**config.mk**
```make
export PLATFORM = sky130hd
export DESIGN_NAME = bit_trk
export DESIGN_NICKNAME = d
export VERILOG_FILES = /design/src/rtl/bit_trk_pkg.sv /design/src/rtl/bit_trk_count.sv /design/src/rtl/bit_trk_period.sv /design/src/rtl/bit_trk_phase.sv /design/src/rtl/bit_trk.sv
export SDC_FILE = /design/constraint.sdc
export NUM_CORES = 1
export LEC_CHECK = 0
export BUFFER_PORTS_ARGS = -buffer_cell sky130_fd_sc_hd__buf_2
export CAP_MARGIN = 20
export CORE_ASPECT_RATIO = 1.1
export CORE_MARGIN = 2
export CORE_UTILIZATION = 45
export DETAILED_ROUTE_END_ITERATION = 16
export PLACE_DENSITY = 0.64
export SLEW_MARGIN = 10
export SYNTH_ARGS = -nofsm -noshare
export SYNTH_HDL_FRONTEND = slang
export SYNTH_SLANG_ARGS = --single-unit
```
**constraint.sdc**
```tcl
create_clock -name clk -period 53.4 [get_ports clk]
set_clock_uncertainty 0.05 [all_clocks]
set_input_delay 5.34 -clock clk [delete_from_list [all_inputs] [get_ports clk]]
set_output_delay 5.34 -clock clk [all_outputs]
set_load 0.01 [all_outputs]
```
**src/rtl/bit_trk_pkg.sv**
```systemverilog
package bit_trk_pkg;

    typedef enum logic [1:0] {
        LN_SE0 = 2'b00,
        LN_DM  = 2'b01,
        LN_DP  = 2'b10,
        LN_SE1 = 2'b11
    } line_t;

    localparam int WIDE_W = 48;
    typedef logic [WIDE_W-1:0] wide_t;

    typedef struct packed {
        logic adj;
        logic early;
    } nudge_t;

    function automatic logic is_diff(line_t s);
        return (s == LN_DM) || (s == LN_DP);
    endfunction

    // Differential state seen right after the start edge.
    function automatic line_t start_state(logic fast);
        return fast ? LN_DM : LN_DP;
    endfunction

    // About 0.1 % of a period.
    function automatic wide_t period_step(wide_t p);
        return (p * wide_t'(33)) >> 15;
    endfunction

    // About 1 % of a period.
    function automatic wide_t phase_step(wide_t p);
        return (p * wide_t'(41)) >> 12;
    endfunction

endpackage

```
**src/rtl/bit_trk_count.sv**
```systemverilog
module bit_trk_count #(
    parameter int CNT_W = 16
) (
    input  logic             clk,
    input  logic             rst,
    output logic [CNT_W-1:0] cnt_o
);
    always_ff @(posedge clk) begin
        if (rst) cnt_o <= '0;
        else     cnt_o <= cnt_o + 1'b1;
    end
endmodule

```
**src/rtl/bit_trk_period.sv**
```systemverilog
module bit_trk_period
    import bit_trk_pkg::*;
#(
    parameter int unsigned SAMPLE_HZ = 48_000_000,
    parameter int unsigned SLOW_HZ   = 1_500_000,
    parameter int unsigned FAST_HZ   = 12_000_000,
    parameter int          FRAC_W    = 16,
    parameter int          POS_W     = 32,
    parameter int          TOL_PCT   = 3
) (
    input  logic             clk,
    input  logic             rst,
    input  logic             load_i,
    input  logic             rate_i,
    input  nudge_t           nudge_i,
    output logic [POS_W-1:0] per_q,
    output logic [POS_W-1:0] per_d
);
    logic [POS_W-1:0] nom_w [2];
    logic [POS_W-1:0] lo_w  [2];
    logic [POS_W-1:0] hi_w  [2];

    for (genvar g = 0; g < 2; g++) begin : g_rate
        localparam logic [63:0] RATE = (g == 1) ? 64'(FAST_HZ) : 64'(SLOW_HZ);
        localparam logic [63:0] NOM  = (64'(SAMPLE_HZ) << FRAC_W) / RATE;
        localparam logic [63:0] TOL  = (NOM * 64'(TOL_PCT)) / 64'd100;
        assign nom_w[g] = NOM[POS_W-1:0];
        assign lo_w[g]  = POS_W'(NOM - TOL);
        assign hi_w[g]  = POS_W'(NOM + TOL);
    end

    logic             rate_q;
    logic [POS_W-1:0] step, cand;

    always_comb begin
        step = POS_W'(period_step(wide_t'(per_q)));
        cand = nudge_i.early ? (per_q - step) : (per_q + step);
        if (cand < lo_w[rate_q]) cand = lo_w[rate_q];
        if (cand > hi_w[rate_q]) cand = hi_w[rate_q];
        if (load_i)           per_d = nom_w[rate_i];
        else if (nudge_i.adj) per_d = cand;
        else                  per_d = per_q;
    end

    always_ff @(posedge clk) begin
        if (rst) begin
            per_q  <= '0;
            rate_q <= 1'b0;
        end else begin
            per_q <= per_d;
            if (load_i) rate_q <= rate_i;
        end
    end
endmodule

```
**src/rtl/bit_trk_phase.sv**
```systemverilog
module bit_trk_phase
    import bit_trk_pkg::*;
#(
    parameter int CNT_W  = 16,
    parameter int FRAC_W = 16
) (
    input  logic                    clk,
    input  logic                    rst,
    input  logic                    load_i,
    input  logic                    adv_i,
    input  nudge_t                  nudge_i,
    input  logic [CNT_W-1:0]        cnt_i,
    input  logic [CNT_W+FRAC_W-1:0] per_q_i,
    input  logic [CNT_W+FRAC_W-1:0] per_d_i,
    output logic                    mid_stb_o,
    output logic                    edge_stb_o
);
    localparam int POS_W = CNT_W + FRAC_W;
    localparam logic [POS_W-1:0] HALF_SMP = POS_W'(1) << (FRAC_W - 1);

    logic             act_q;
    logic [POS_W-1:0] pos_q, pos_d, edge_pt, ph;

    always_comb begin
        ph    = POS_W'(phase_step(wide_t'(per_d_i)));
        pos_d = pos_q;
        if (load_i)
            pos_d = {cnt_i, {FRAC_W{1'b0}}} - (per_d_i >> 1) + HALF_SMP + per_d_i;
        else if (adv_i) begin
            pos_d = pos_q + per_q_i;
            if (nudge_i.adj) pos_d = nudge_i.early ? (pos_d - ph) : (pos_d + ph);
        end
    end

    assign edge_pt    = pos_q - (per_q_i >> 1);
    assign mid_stb_o  = act_q && (pos_q[POS_W-1:FRAC_W] == cnt_i);
    assign edge_stb_o = act_q && (edge_pt[POS_W-1:FRAC_W] == cnt_i);

    always_ff @(posedge clk) begin
        if (rst) begin
            act_q <= 1'b0;
            pos_q <= '0;
        end else begin
            pos_q <= pos_d;
            if (load_i) act_q <= 1'b1;
        end
    end
endmodule

```
**src/rtl/bit_trk.sv**
```systemverilog
module bit_trk
    import bit_trk_pkg::*;
#(
    parameter int unsigned SAMPLE_HZ = 48_000_000,
    parameter int unsigned SLOW_HZ   = 1_500_000,
    parameter int unsigned FAST_HZ   = 12_000_000,
    parameter int          CNT_W     = 16,
    parameter int          FRAC_W    = 16,
    parameter int          TOL_PCT   = 3
) (
    input  logic       clk,
    input  logic       rst,
    input  logic       sop_i,
    input  logic       rate_fast_i,
    input  logic [1:0] edge_line_i,
    input  logic [1:0] mid_line_i,
    output logic       mid_stb_o,
    output logic       edge_stb_o
);
    localparam int POS_W = CNT_W + FRAC_W;

    logic [CNT_W-1:0] cnt;
    logic [POS_W-1:0] per_q, per_d;
    line_t            edge_q, prev_q, mid_s, edge_s;
    nudge_t           nudge;
    logic             adv;

    assign mid_s  = line_t'(mid_line_i);
    assign edge_s = line_t'(edge_line_i);
    assign adv    = mid_stb_o && !sop_i;

    always_comb begin
        nudge.adj   = adv && is_diff(mid_s) && (mid_s != prev_q) && is_diff(edge_q);
        nudge.early = (edge_q == mid_s);
    end

    always_ff @(posedge clk) begin
        if (rst) begin
            edge_q <= LN_SE0;
            prev_q <= LN_SE0;
        end else if (sop_i) begin
            edge_q <= LN_SE0;
            prev_q <= start_state(rate_fast_i);
        end else begin
            if (edge_stb_o) edge_q <= edge_s;
            if (mid_stb_o)  prev_q <= mid_s;
        end
    end

    bit_trk_count #(.CNT_W(CNT_W)) u_cnt (
        .clk   (clk),
        .rst   (rst),
        .cnt_o (cnt)
    );

    bit_trk_period #(
        .SAMPLE_HZ (SAMPLE_HZ),
        .SLOW_HZ   (SLOW_HZ),
        .FAST_HZ   (FAST_HZ),
        .FRAC_W    (FRAC_W),
        .POS_W     (POS_W),
        .TOL_PCT   (TOL_PCT)
    ) u_per (
        .clk     (clk),
        .rst     (rst),
        .load_i  (sop_i),
        .rate_i  (rate_fast_i),
        .nudge_i (nudge),
        .per_q   (per_q),
        .per_d   (per_d)
    );

    bit_trk_phase #(
        .CNT_W  (CNT_W),
        .FRAC_W (FRAC_W)
    ) u_pha (
        .clk        (clk),
        .rst        (rst),
        .load_i     (sop_i),
        .adv_i      (adv),
        .nudge_i    (nudge),
        .cnt_i      (cnt),
        .per_q_i    (per_q),
        .per_d_i    (per_d),
        .mid_stb_o  (mid_stb_o),
        .edge_stb_o (edge_stb_o)
    );
endmodule

```
# After elaboration in Yosys (flattened, before gate mapping)
# Cells that the tools add are included.
# word_totals
ff_bits,86
inputBits,8
out_inout_bits,2
word_cells,66
# op_classes
n_addsub,10
multipliers,2
magnitude_cmp,4
eq_ne,8
muxes,21
bitwise,2
reduce_logical,12
# ops
op,count
two-way mux 32 bit,15
"multiplier 32 x 6 -> 38 bit, second input constant",2
adder 32 bit,2
subtractor 32 x 31 -> 32 bit,2
two-way mux 22 bit,2
"adder 32 x 16 -> 32 bit, second input constant",1
adder 32 x 23 -> 32 bit,1
adder 32 x 26 -> 32 bit,1
equality test 16 bit,2
> comparator 32 bit,1
< comparator 32 bit,1
subtractor 32 x 23 -> 32 bit,1
subtractor 32 x 26 -> 32 bit,1
two-way mux 21 bit,1
"adder 16 x 1 -> 16 bit, second input constant",1
logical AND 1 bit,6
two-way mux 2 bit,3
"equality test 2 x 1 -> 1 bit, second input constant",2
"equality test 2 bit, second input constant",2
"greater-or-equal comparator 2 bit, second input constant",2
NOT 1 -> 2 bit,2
nonzero test 2 bit,2
equality test 2 bit,1
logical OR 1 bit,2
other kinds (3),3

# Logic depth before layout (Yosys ltp)
# Gate-level depths: netlist of run 1.
# depth
word_depth,16
mapped_depth,88
depth_no_buf,86

# By module
# From an unflattened synthesis of run 1, not the netlist that was laid out.
# hier_totals
hier_cells,2691
area_unflattened_um2,20497.2
# by_module_without_submodules
module,instances,cells_each,area_each_um2,seq_area_each_um2
bit_trk_phase,1,1643,12438.2,660.6
bit_trk_period,1,942,7063.0,660.6
bit_trk_count,1,81,764.5,320.3
bit_trk,1,25,231.5,80.1

# Worst setup path before layout of run 1
# OpenSTA, ideal clock, no wires.
# synth_timing
path_type,input -> register
startpoint,in mid_line_i[1]
endpoint,reg u_pha.pos_q[31]
setup_time_ps,117
arrival_ps,20092
t_required_ps,53233
path_slack_ps,33142
path_stages,78
path_buffers,6
path_cell_list,xnor2_1 -> nand2_1 -> clkbuf_1 -> clkbuf_1 -> nand2_1 -> o21ai_0 -> inv_1 -> ha_1 -> nor2b_1 -> o21ai_0 -> nand3_1 -> o311ai_0 -> nand2_1 -> o31a_1 -> mux2i_1 -> nand2_1 -> ha_1 -> a21o_1 -> [... 42 more ...] -> o21ai_0 -> a21boi_0 -> o21ai_0 -> a21boi_0 -> o21ai_0 -> a21oi_1 -> a41oi_1 -> a21oi_1 -> a211oi_1 -> o41ai_1 -> a21oi_1 -> or3_1 -> a31o_2 -> or3_1 -> inv_1 -> a21oi_1 -> a311oi_1 -> and4b_1
# synth_via
elab_chain_len,14
elab_cells_between_ends,25
classes_between,5 x add/sub; 1 x mul; 2 x order compare; 4 x eq/ne; 9 x mux; 4 x reduce/logical
# synth_lines
element,line,source
"start, declared",bit_trk.sv:16,"input logic [1:0] mid_line_i,"
equality test 2 bit,bit_trk.sv:34,nudge.early = (edge_q == mid_s);
two-way mux 32 bit,bit_trk_period.sv:37,cand = nudge_i.early ? (per_q - step) : (per_q + step);
< comparator 32 bit,bit_trk_period.sv:38,if (cand < lo_w[rate_q]) cand = lo_w[rate_q];
two-way mux 32 bit,bit_trk_period.sv:38,
> comparator 32 bit,bit_trk_period.sv:39,if (cand > hi_w[rate_q]) cand = hi_w[rate_q];
two-way mux 32 bit,bit_trk_period.sv:39,
two-way mux 32 bit (*),bit_trk_period.sv:41,else if (nudge_i.adj) per_d = cand;
two-way mux 32 bit (*),bit_trk_period.sv:40,if (load_i) per_d = nom_w[rate_i];
net per_d[3],bit_trk.sv:23,"logic [POS_W-1:0] per_q, per_d;"
multiplier 32 x 6 -> 38 bit,bit_trk_pkg.sv:34,return (p * wide_t'(41)) >> 12;
adder 32 x 26 -> 32 bit / subtractor 32 x 26 -> 32 bit (equally long branches),bit_trk_phase.sv:31,if (nudge_i.adj) pos_d = nudge_i.early ? (pos_d - ph) : (pos_d + ph);
two-way mux 32 bit (2 in a row),bit_trk_phase.sv:31,
two-way mux 32 bit,bit_trk_phase.sv:29,else if (adv_i) begin
two-way mux 32 bit (*),bit_trk_phase.sv:27,if (load_i)
"end signal, assigned",bit_trk_phase.sv:44,pos_q <= pos_d;
"end, declared",bit_trk_phase.sv:22,"logic [POS_W-1:0] pos_q, pos_d, edge_pt, ph;"
# Mark *: on every way through the listed nets, which the timed path passes. The rest lies on a longest branch. The select of a mux whose other input is x is not followed.
# A chain may end at the register's enable or synchronous reset.

# Worst setup path after layout of run 1
# Same ends and word-level chain as after synthesis.

==> impl_metrics.json, run 1 <==
{
  "ys_seq_elements": 86,
  "hold_viol_final": 0,
  "syn2layout_area_growth_pct": 4.974,
  "r2r-start": "u_per.per_q[20]",
  "cp-startpoint": "mid_line_i[1]",
  "rsz0062_at_grt": "false",
  "async_flop_share_pct": 0,
  "yosys_most_used_dff": "dfxtp_1",
  "worst_path_max_delay_cell": "a221oi_1",
  "max_clock_freq_mhz": 43.84,
  "cts_tree": "yes",
  "clock_path_buffers": 2,
  "grt_pass1_vias": 18160,
  "layout_commonest_cell": "ha_1",
  "syn_area_um2": 19390,
  "synth_edf_count": 0,
  "num_rows": 79,
  "worst_path_most_repeated_cell": "ha_1",
  "gp_congestion": 0.9682,
  "nets": 2973,
  "h-tree-depth": 3,
  "avgSynthCellArea_um2": 7.520,
  "critPathMaxStageDelay_ns": 0.72,
  "layout_common_cells": "380 x ha_1, 254 x a21oi_1, 215 x nor2_1, 191 x inv_1, 188 x nand2_1",
  "cts_num_sinks": 86,
  "initial_core_util_pct": 45.73,
  "track_usage_pct": 26.35,
  "drt-wirelength-per-cell_um": 19.07,
  "maxSlewViolCount": 0,
  "drive_above_1_share_pct": 4.471,
  "hold_buffers": 0,
  "setup_viol": 0,
  "powerDensity_nw_per_um2": 12.87,
  "synth_top_area_share_pct": 24.52,
  "timing.slew.headroom_pct": 34.37,
  "antenna_cells": 0,
  "required_ns": 53.62,
  "core_area_um2": 42400,
  "setup_tns_ns": 0,
  "vias_per_cell": 6.009,
  "synth_nets": 3006,
  "min_path_cells": 2,
  "syn_inst": 2579,
  "dieArea_um2": 44780,
  "r2r_cells": 80,
  "fin_crit_sh_pct": 42.71,
  "end_kind": "register",
  "numCtsBuffers": 9,
  "chipWidth_um": 201.9,
  "synth-seq-area-share_pct": 8.877,
  "cts_root_buffer": "clkbuf_16",
  "yosys_warnings": 0,
  "tightest_slew_ns": 0.9741,
  "synth.distinct_cells": 99,
  "worstSetupPathType": "in2reg",
  "yosys-top-cells-area": "ha_1 25%, dfxtp_1 8.9%, xnor2_1 6.6%",
  "vias": 18730,
  "clkTransAtPathRegs_ns": 0.07,
  "grt_pass1_wl_um": 95720,
  "cts_resized": 0,
  "p_leak_nw": 10.35,
  "drt_iter0_drc": 1366,
  "fin_crit_ns": 22.81,
  "status": "completed",
  "cp.arrival_ns": 23.03,
  "r2r-end": "u_pha.pos_q[31]",
  "drt_pass1_iterations": 6,
  "worstPathMaxFanout": 48,
  "drc_errors": 0,
  "cap_violations": 0,
  "io_buffers": 9,
  "post_cts_buffers": 0,
  "insertion_delay_ns": 0.37,
  "vdd_drop_max_uv": 13.30,
  "grt_overflow": 0,
  "hold_path.class": "reg2reg",
  "p_total_uw": 262.0,
  "antenna_found_initial": 0,
  "synth_area_leader_cell": "ha_1",
  "ios": 10,
  "r2r_slack_ns": 32.67,
  "drt_wl_total_um": 59450,
  "die-height_um": 221.7,
  "cp-endpoint": "u_pha.pos_q[31]",
  "critPathLaunchType": "input pin",
  "antenna_left": 0,
  "grt_start_max_net_pins": 49,
  "dp_hpwl_um": 48450
}
==> state kept, by name (all words and copies together), names as in the netlist <==
name and count:
u_per.per_q 32, u_pha.pos_q 32, u_cnt.cnt_o 16, edge_q 2, prev_q 2, u_per.rate_q 1, u_pha.act_q 1
==> worst max-delay path, delay by kind of cell <==
kind | cells | cell delay [ns]
AOI/OAI and AO/OA | 32 | 8.69
and+or+nand+nor | 20 | 4.60
adders and majority gates | 9 | 2.50
buffers and inverters | 9 | 1.31
xor gates and xnor gates | 3 | 0.55
==> per-stage QoR <==
step | cell area (um2) | std cells | worst slack [ns] | utilization, % | hold slack (ns)
detailed placement | 20050 | 3102 | 30.52 | 47.28 | 0.4770
floorplan | 19390 | 2579 | 33.14 | - | 0.4189
CTS | 20360 | 3117 | 30.84 | 48.01 | 0.4899
global route | 20360 | 3117 | 29.01 | 48.01 | 0.5208
finish | 20360 | 3117 | 30.59 | 48.01 | 0.4869
global placement | 20050 | 3102 | 30.97 | 47.28 | 0.4610
==> metal layers <==
| metal | global-route usage (%) | routed length, um |
|---|---|---|
| met2 | 44.98 | 27730 |
| met5 | 0 | 0 |
| met4 | 8.491 | 1681 |
| met1 | 35.19 | 27010 |
| met3 | 1.867 | 3025 |
==> report_power, final <==
| group | total, mW | switching [mW] | internal (mW) |
|---|---|---|---|
| registers | 0.0706 | 0.00422 | 0.0664 |
| clock network | 0.0709 | 0.0302 | 0.0408 |
| logic | 0.120 | 0.0701 | 0.0504 |
==> cell families (layout without fill, tap and decap cells) <==
kind of cell / Yosys count / count (layout) / share of synthesized area (%)
AND/OR/NAND/NOR: 820 / 820 / 21.18
AO/OA/AOI/OAI: 728 / 728 / 24.24
adder cells (fa/ha/maj): 419 / 419 / 28.54
buffers and inverters: 266 / 237 / 5.200
XOR/XNOR: 237 / 237 / 10.74
flip-flops: 86 / 86 / 8.877
multiplexers: 23 / 23 / 1.219
==> cell type report <==
cell class              count  area (um2)
fillers                  4222       22050
multi-input cells        2227       16690
flip-flops and latches     86        1722
inverters                 191       716.9
well taps                 567       709.4
clock buffers               9       225.2
repair buffers             31       210.2
clock inverters             6       86.33
==> cells in the mapped netlist, types with 8 or more instances <==
cell and instances:
a21o_1 83, fa_1 39, nor3b_1 11, nand2b_1 37, nand3_1 73, inv_1 191, xor2_1 89, nor2_1 215
or2_2 20, a211o_1 9, nor2b_1 41, nand2_1 188, a41oi_1 12, a21oi_1 254, buf_1 9, o21bai_1 30
and3_1 31, xnor2_1 147, a21boi_0 17, clkbuf_1 63, o31ai_1 17, a211oi_1 29, o21a_1 22, and4_1 8
o21ai_0 123, nor3_1 78, dfxtp_1 86, or3_1 24, and2_1 22, mux2i_1 18, ha_1 380, nor4_1 19
nand4_1 19, a311oi_1 9, a31oi_1 20, o211ai_1 17
==> how the worst min path moves through the flow <==
stage                         startpoint        endpoint
final                     u_pha.pos_q[3]  u_pha.pos_q[3]
after global routing      u_cnt.cnt_o[0]  u_cnt.cnt_o[0]
after CTS                 u_pha.pos_q[3]  u_pha.pos_q[3]
after detailed placement  u_pha.pos_q[3]  u_pha.pos_q[3]
after global placement    u_cnt.cnt_o[0]  u_cnt.cnt_o[0]
after floorplan           u_cnt.cnt_o[0]  u_cnt.cnt_o[0]
No activity file was read; power rests on OpenSTA's default activity.
==> inputs of run 2 (changes only) <==
Clock period 53.4 ns to 23.8 ns, I/O delays scaled along.
==> impl_metrics.json, run 2 (synthesis gave the netlist of run 1 again) <==
{
  "status": "completed",
  "p_int_uw": 337.4,
  "hold_viol_final": 0,
  "reg.largest.list": "u_per.per_q: 32 flops, u_pha.pos_q: 32 flops, u_cnt.cnt_o: 16 flops",
  "r2r_cells": 81,
  "use_met2_pct": 46.62,
  "p_total_uw": 581.4,
  "max_clock_freq_mhz": 49.45,
  "tightest_slew_ns": 1.065,
  "fin_crit_ns": 20.22,
  "timing.slew.headroom_pct": 28.23,
  "cp.arrival_ns": 20.44,
  "cts_num_sinks": 86,
  "worst_path_max_delay_cell": "a221oi_1",
  "power_frac_clock_pct": 25.5,
  "critPathMaxStageDelay_ns": 0.64,
  "min_from": "u_cnt.cnt_o[0]",
  "fill_cells": 4234,
  "syn2layout_area_growth_pct": 4.864,
  "busiest_layer": "met2",
  "cts_root_buffer": "clkbuf_16",
  "h-tree-depth": 3,
  "clock_path_buffers": 2,
  "drive_above_1_share_pct": 4.471,
  "track_usage_pct": 26.68,
  "r2r-end": "u_pha.pos_q[31]",
  "hold_path.class": "reg2reg",
  "cts_resized": 0,
  "hold_end": "u_cnt.cnt_o[0]",
  "gp_congestion": 0.9473,
  "io_buffers": 9,
  "vias": 18790,
  "rsz0062_at_grt": "false",
  "critPathBufInv": 7,
  "vias_per_cell": 6.025,
  "dp_hpwl_um": 49640,
  "p_switching_uw": 243.9,
  "insertion_delay_ns": 0.37,
  "cpLargestDelayFamily": "compound AO/OA/AOI/OAI gates",
  "critPathLaunchType": "register",
  "antenna_left": 0,
  "combPwrFrac_pct": 47.3,
  "hold_slack_ns": 0.4893,
  "nets": 2972,
  "clkTransAtPathRegs_ns": 0.08,
  "worstSetupPathType": "reg2reg",
  "setup_viol": 0,
  "dieArea_um2": 44780,
  "fin_util_pct": 47.96,
  "multiInputGateArea_um2": 16690,
  "drt_iter0_drc": 1418,
  "grt_pass1_wl_um": 97080,
  "layout_commonest_cell": "ha_1",
  "seqPwrFrac_pct": 27.2,
  "required_ns": 24.02,
  "worst_path_most_repeated_cell": "ha_1",
  "chipWidth_um": 201.9,
  "grt_pass1_vias": 18280,
  "cts_tree": "yes",
  "maxSlewViolCount": 0,
  "numCtsBuffers": 9,
  "vdd_drop_max_uv": 32.90,
  "end_kind": "register",
  "r2r-start": "u_per.per_q[11]",
  "post_cts_buffers": 0,
  "min_path_cells": 1,
  "fin_crit_sh_pct": 84.96,
  "grt_start_max_net_pins": 49,
  "r2r_slack_ns": 3.58,
  "use_met3_pct": 2.116,
  "p_leak_nw": 10.32,
  "regArea_um2": 1722,
  "antenna_found_initial": 0,
  "drt_pass1_iterations": 7,
  "drt_wl_total_um": 60690,
  "core_area_um2": 42400,
  "cap_violations": 0,
  "drc_errors": 0,
  "setup_tns_ns": 0,
  "layout_common_cells": "380 x ha_1, 254 x a21oi_1, 215 x nor2_1, 191 x inv_1, 188 x nand2_1",
  "initial_core_util_pct": 45.73,
  "grt_use_met1_pct": 34.82,
  "num_rows": 79,
  "powerDensity_nw_per_um2": 28.59,
  "p_sw_share_pct": 41.96,
  "grt_overflow": 0,
  "drt-wirelength-per-cell_um": 19.46,
  "hold_buffers": 0,
  "worstPathMaxFanout": 26,
  "die-height_um": 221.7,
  "ios": 10
}
run 2: cell count changes in the layout (fill, tap and decap cells not counted):
cell,before,now
clkinv_2,2,0
clkbuf_8,0,1
clkinvlp_4,1,3
bufinv_16,2,0
diode_2,0,1
clkinv_4,0,1
buf_4,22,21
clkinv_8,0,1
run 2: power groups by stage:
stage	registers [mW]	clock network (mW)	logic [mW]
after floorplan	0.157	0	0.211
after global placement	0.161	0	0.264
after detailed placement	0.161	0	0.270
after CTS	0.157	0.150	0.272
after global routing	0.158	0.154	0.306
final	0.158	0.148	0.275
run 2: layout make-up:
cell class	instances	area share (%)
Inverter	191	3.525
Timing Repair Buffer	30	0.9967
Multi-Input combinational cell	2227	82.06
Tap cell	567	3.488
Clock inverter	6	0.2769
Clock buffer	10	1.175
Antenna cell	1	0.01230
Sequential cell	86	8.466
run 2: stage by stage:
step	worst slack (ns)	instances	area [um2]
after floorplan	6.502	2579	19390
after global routing	1.947	3117	20330
after detailed placement	3.968	3101	20040
after CTS	3.874	3117	20330
after global placement	4.431	3101	20040
final	3.579	3118	20340
run 2: worst max-delay path by stage:
| stage | slack, ns | end | start | cells past startpoint |
|---|---|---|---|---|
| after CTS | 3.87 | u_pha.pos_q[31] | u_per.per_q[11] | 81 |
| after global routing | 1.95 | u_pha.pos_q[31] | u_per.per_q[20] | 81 |
| after global placement | 4.43 | u_pha.pos_q[31] | u_per.per_q[11] | 83 |
| after floorplan | 6.50 | u_pha.pos_q[31] | mid_line_i[1] | 78 |
| final | 3.58 | u_pha.pos_q[31] | u_per.per_q[11] | 81 |
| after detailed placement | 3.97 | u_pha.pos_q[31] | u_per.per_q[11] | 81 |
run 2: layer usage:
metal	part of all wire [%]	vias up	routed length, um
li1	-	9256	-
met1	46	8960	27680
met2	48	476	28870
met3	4.2	94	2558
met4	2.6	0	1584
met5	0	-	0
==> inputs of run 3 (changes only) <==
Settings changed: ABC_AREA from default to 1.
Clock period 23.8 ns to 18.9 ns, I/O delays scaled along.
==> impl_metrics.json, run 3 <==
{
  "critPathMaxStageDelay_ns": 0.89,
  "track_usage_pct": 29.21,
  "synth-seq-area-share_pct": 8.327,
  "die-height_um": 228.8,
  "clock_path_buffers": 2,
  "cts_tree": "yes",
  "syn2layout_area_growth_pct": 5.277,
  "synth_common_cells": "706 x nand2_1, 531 x inv_1, 380 x ha_1",
  "worstSetupPathType": "in2reg",
  "syn_inst": 3246,
  "core_area_um2": 45450,
  "antenna_found_initial": 0,
  "yosys_most_used_dff": "dfxtp_1",
  "worst_path_max_delay_cell": "clkinv_1",
  "clkTransAtPathRegs_ns": 0.07,
  "cts_num_sinks": 86,
  "dieArea_um2": 47680,
  "status": "completed",
  "drive_above_1_share_pct": 5.383,
  "pre_cts_ws_ns": 1.983,
  "cpLargestDelayFamily": "simple AND/OR/NAND/NOR gates",
  "vdd_drop_max_uv": 49.92,
  "p_switching_uw": 313.2,
  "setup_tns_ns": 0,
  "p_leak_nw": 12.32,
  "tightest_slew_ns": 1.022,
  "synth_edf_count": 0,
  "synth_area_leader_cell": "ha_1",
  "ys_seq_elements": 86,
  "hold_buffers": 0,
  "drt-wirelength-per-cell_um": 18.20,
  "combPwrFrac_pct": 45.5,
  "cts_resized": 0,
  "seqPwrFrac_pct": 27.0,
  "drc_errors": 0,
  "power_frac_clock_pct": 27.4,
  "layout_commonest_cell": "nand2_1",
  "p_int_uw": 416.6,
  "yosysMostFrequentCell": "nand2_1",
  "syn_area_um2": 20670,
  "antenna_left": 0,
  "critPathBufInv": 10,
  "fin_crit_sh_pct": 88.58,
  "yosys_warnings": 0,
  "critPathLaunchType": "input pin",
  "p_total_uw": 729.8,
  "io_buffers": 9,
  "nets": 3673,
  "synth.distinct_cells": 69,
  "insertion_delay_ns": 0.38,
  "synth_nets": 3673,
  "vias": 21350,
  "cts_root_buffer": "clkbuf_16",
  "reg.largest.list": "u_per.per_q: 32 flops, u_pha.pos_q: 32 flops, u_cnt.cnt_o: 16 flops",
  "grt_pass1_vias": 21080,
  "async_flop_share_pct": 0,
  "dp_hpwl_um": 58800,
  "h-tree-depth": 3,
  "cp.arrival_ns": 16.93,
  "synth_top_area_share_pct": 23.00,
  "num_rows": 82,
  "powerDensity_nw_per_um2": 33.53,
  "drt_wl_total_um": 69860,
  "max_clock_freq_mhz": 59.73,
  "setup_ws_ns": 2.159,
  "setup_viol": 0,
  "cap_violations": 0,
  "layout_common_cells": "705 x nand2_1, 531 x inv_1, 380 x ha_1, 285 x nor2_1, 272 x a21oi_1",
  "hold_slack_ns": 0.4602,
  "yosys-top-cells-area": "ha_1 23%, nand2_1 13%, inv_1 9.6%",
  "maxSlewViolCount": 0,
  "antenna_cells": 0,
  "ios": 10,
  "gp_congestion": 0.9788,
  "drt_iter0_drc": 1377,
  "vias_per_cell": 5.561,
  "worstPathMaxFanout": 47,
  "grt_pass1_wl_um": 111000,
  "initial_core_util_pct": 45.49,
  "grt_start_max_net_pins": 52,
  "grt_overflow": 0,
  "timing.slew.headroom_pct": 31.68,
  "drt_pass1_iterations": 5,
  "post_cts_buffers": 0,
  "rsz0062_at_grt": "false",
  "worst_path_most_repeated_cell": "nand2_1",
  "end_kind": "register",
  "chipWidth_um": 208.4,
  "p_sw_share_pct": 42.91,
  "fin_crit_ns": 16.74,
  "avgSynthCellArea_um2": 6.369,
  "numCtsBuffers": 9,
  "required_ns": 19.09,
  "hold_viol_final": 0,
  "hold_path.class": "reg2reg"
}
## run 3: stage by stage
step	util, %	instances	cell area (um2)
finish	47.89	3839	21770
floorplan	-	3246	20670
global route	47.89	3839	21770
global placement	47.17	3821	21440
CTS	47.89	3839	21770
detailed placement	47.19	3823	21450
## run 3: cells by family (layout without fill, tap and decap cells)
family | count (synthesis) | after routing | synth area share [%]
XOR/XNOR | 193 | 193 | 8.485
multiplexers | 1 | 1 | 0.04842
buffers and inverters | 593 | 598 | 10.84
AO/OA/AOI/OAI | 585 | 585 | 15.99
AND/OR/NAND/NOR | 1369 | 1369 | 29.54
flip-flops | 86 | 86 | 8.327
adder cells (fa/ha/maj) | 419 | 419 | 26.77
## run 3: power groups by stage
stage	Sequential (mW)	Clock, mW	Combinational (mW)
final	0.197	0.200	0.332
after global routing	0.198	0.209	0.376
after CTS	0.197	0.203	0.328
after detailed placement	0.201	0	0.326
after global placement	0.201	0	0.322
after floorplan	0.197	0	0.252
## run 3: worst min-delay path: cells and delay by family (launching register included)
kind             cells  cell delay, ns
AO/OA/AOI/OAI        1            0.06
AND/OR/NAND/NOR      1            0.07
flip-flops           1            0.33
## run 3: cell type report
type	count	area, um2
timing repair buffer	32	212.7
fill	4737	23690
sequential	86	1722
clock buffer	11	252.7
inverter	550	2064
multi-input combinational	2567	16710
clock inverter	5	63.81
tap	588	735.7
## run 3: worst paths after layout
| check | cells past startpoint | endpoint | from | slack (ns) |
|---|---|---|---|---|
| hold reg to reg | 2 | prev_q[0] | prev_q[0] | 0.46 |
| setup / recovery | 81 | u_pha.pos_q[31] | mid_line_i[1] | 2.16 |
| setup reg to reg | 91 | u_pha.pos_q[31] | u_per.per_q[10] | 2.26 |
| hold / removal | 2 | prev_q[0] | prev_q[0] | 0.46 |
## run 3: metal layers
layer	GRT usage [%]	part of all wire, %
met5	0	0
met4	11.83	3.9
met3	2.556	5.1
met2	50.69	47
met1	37.19	44
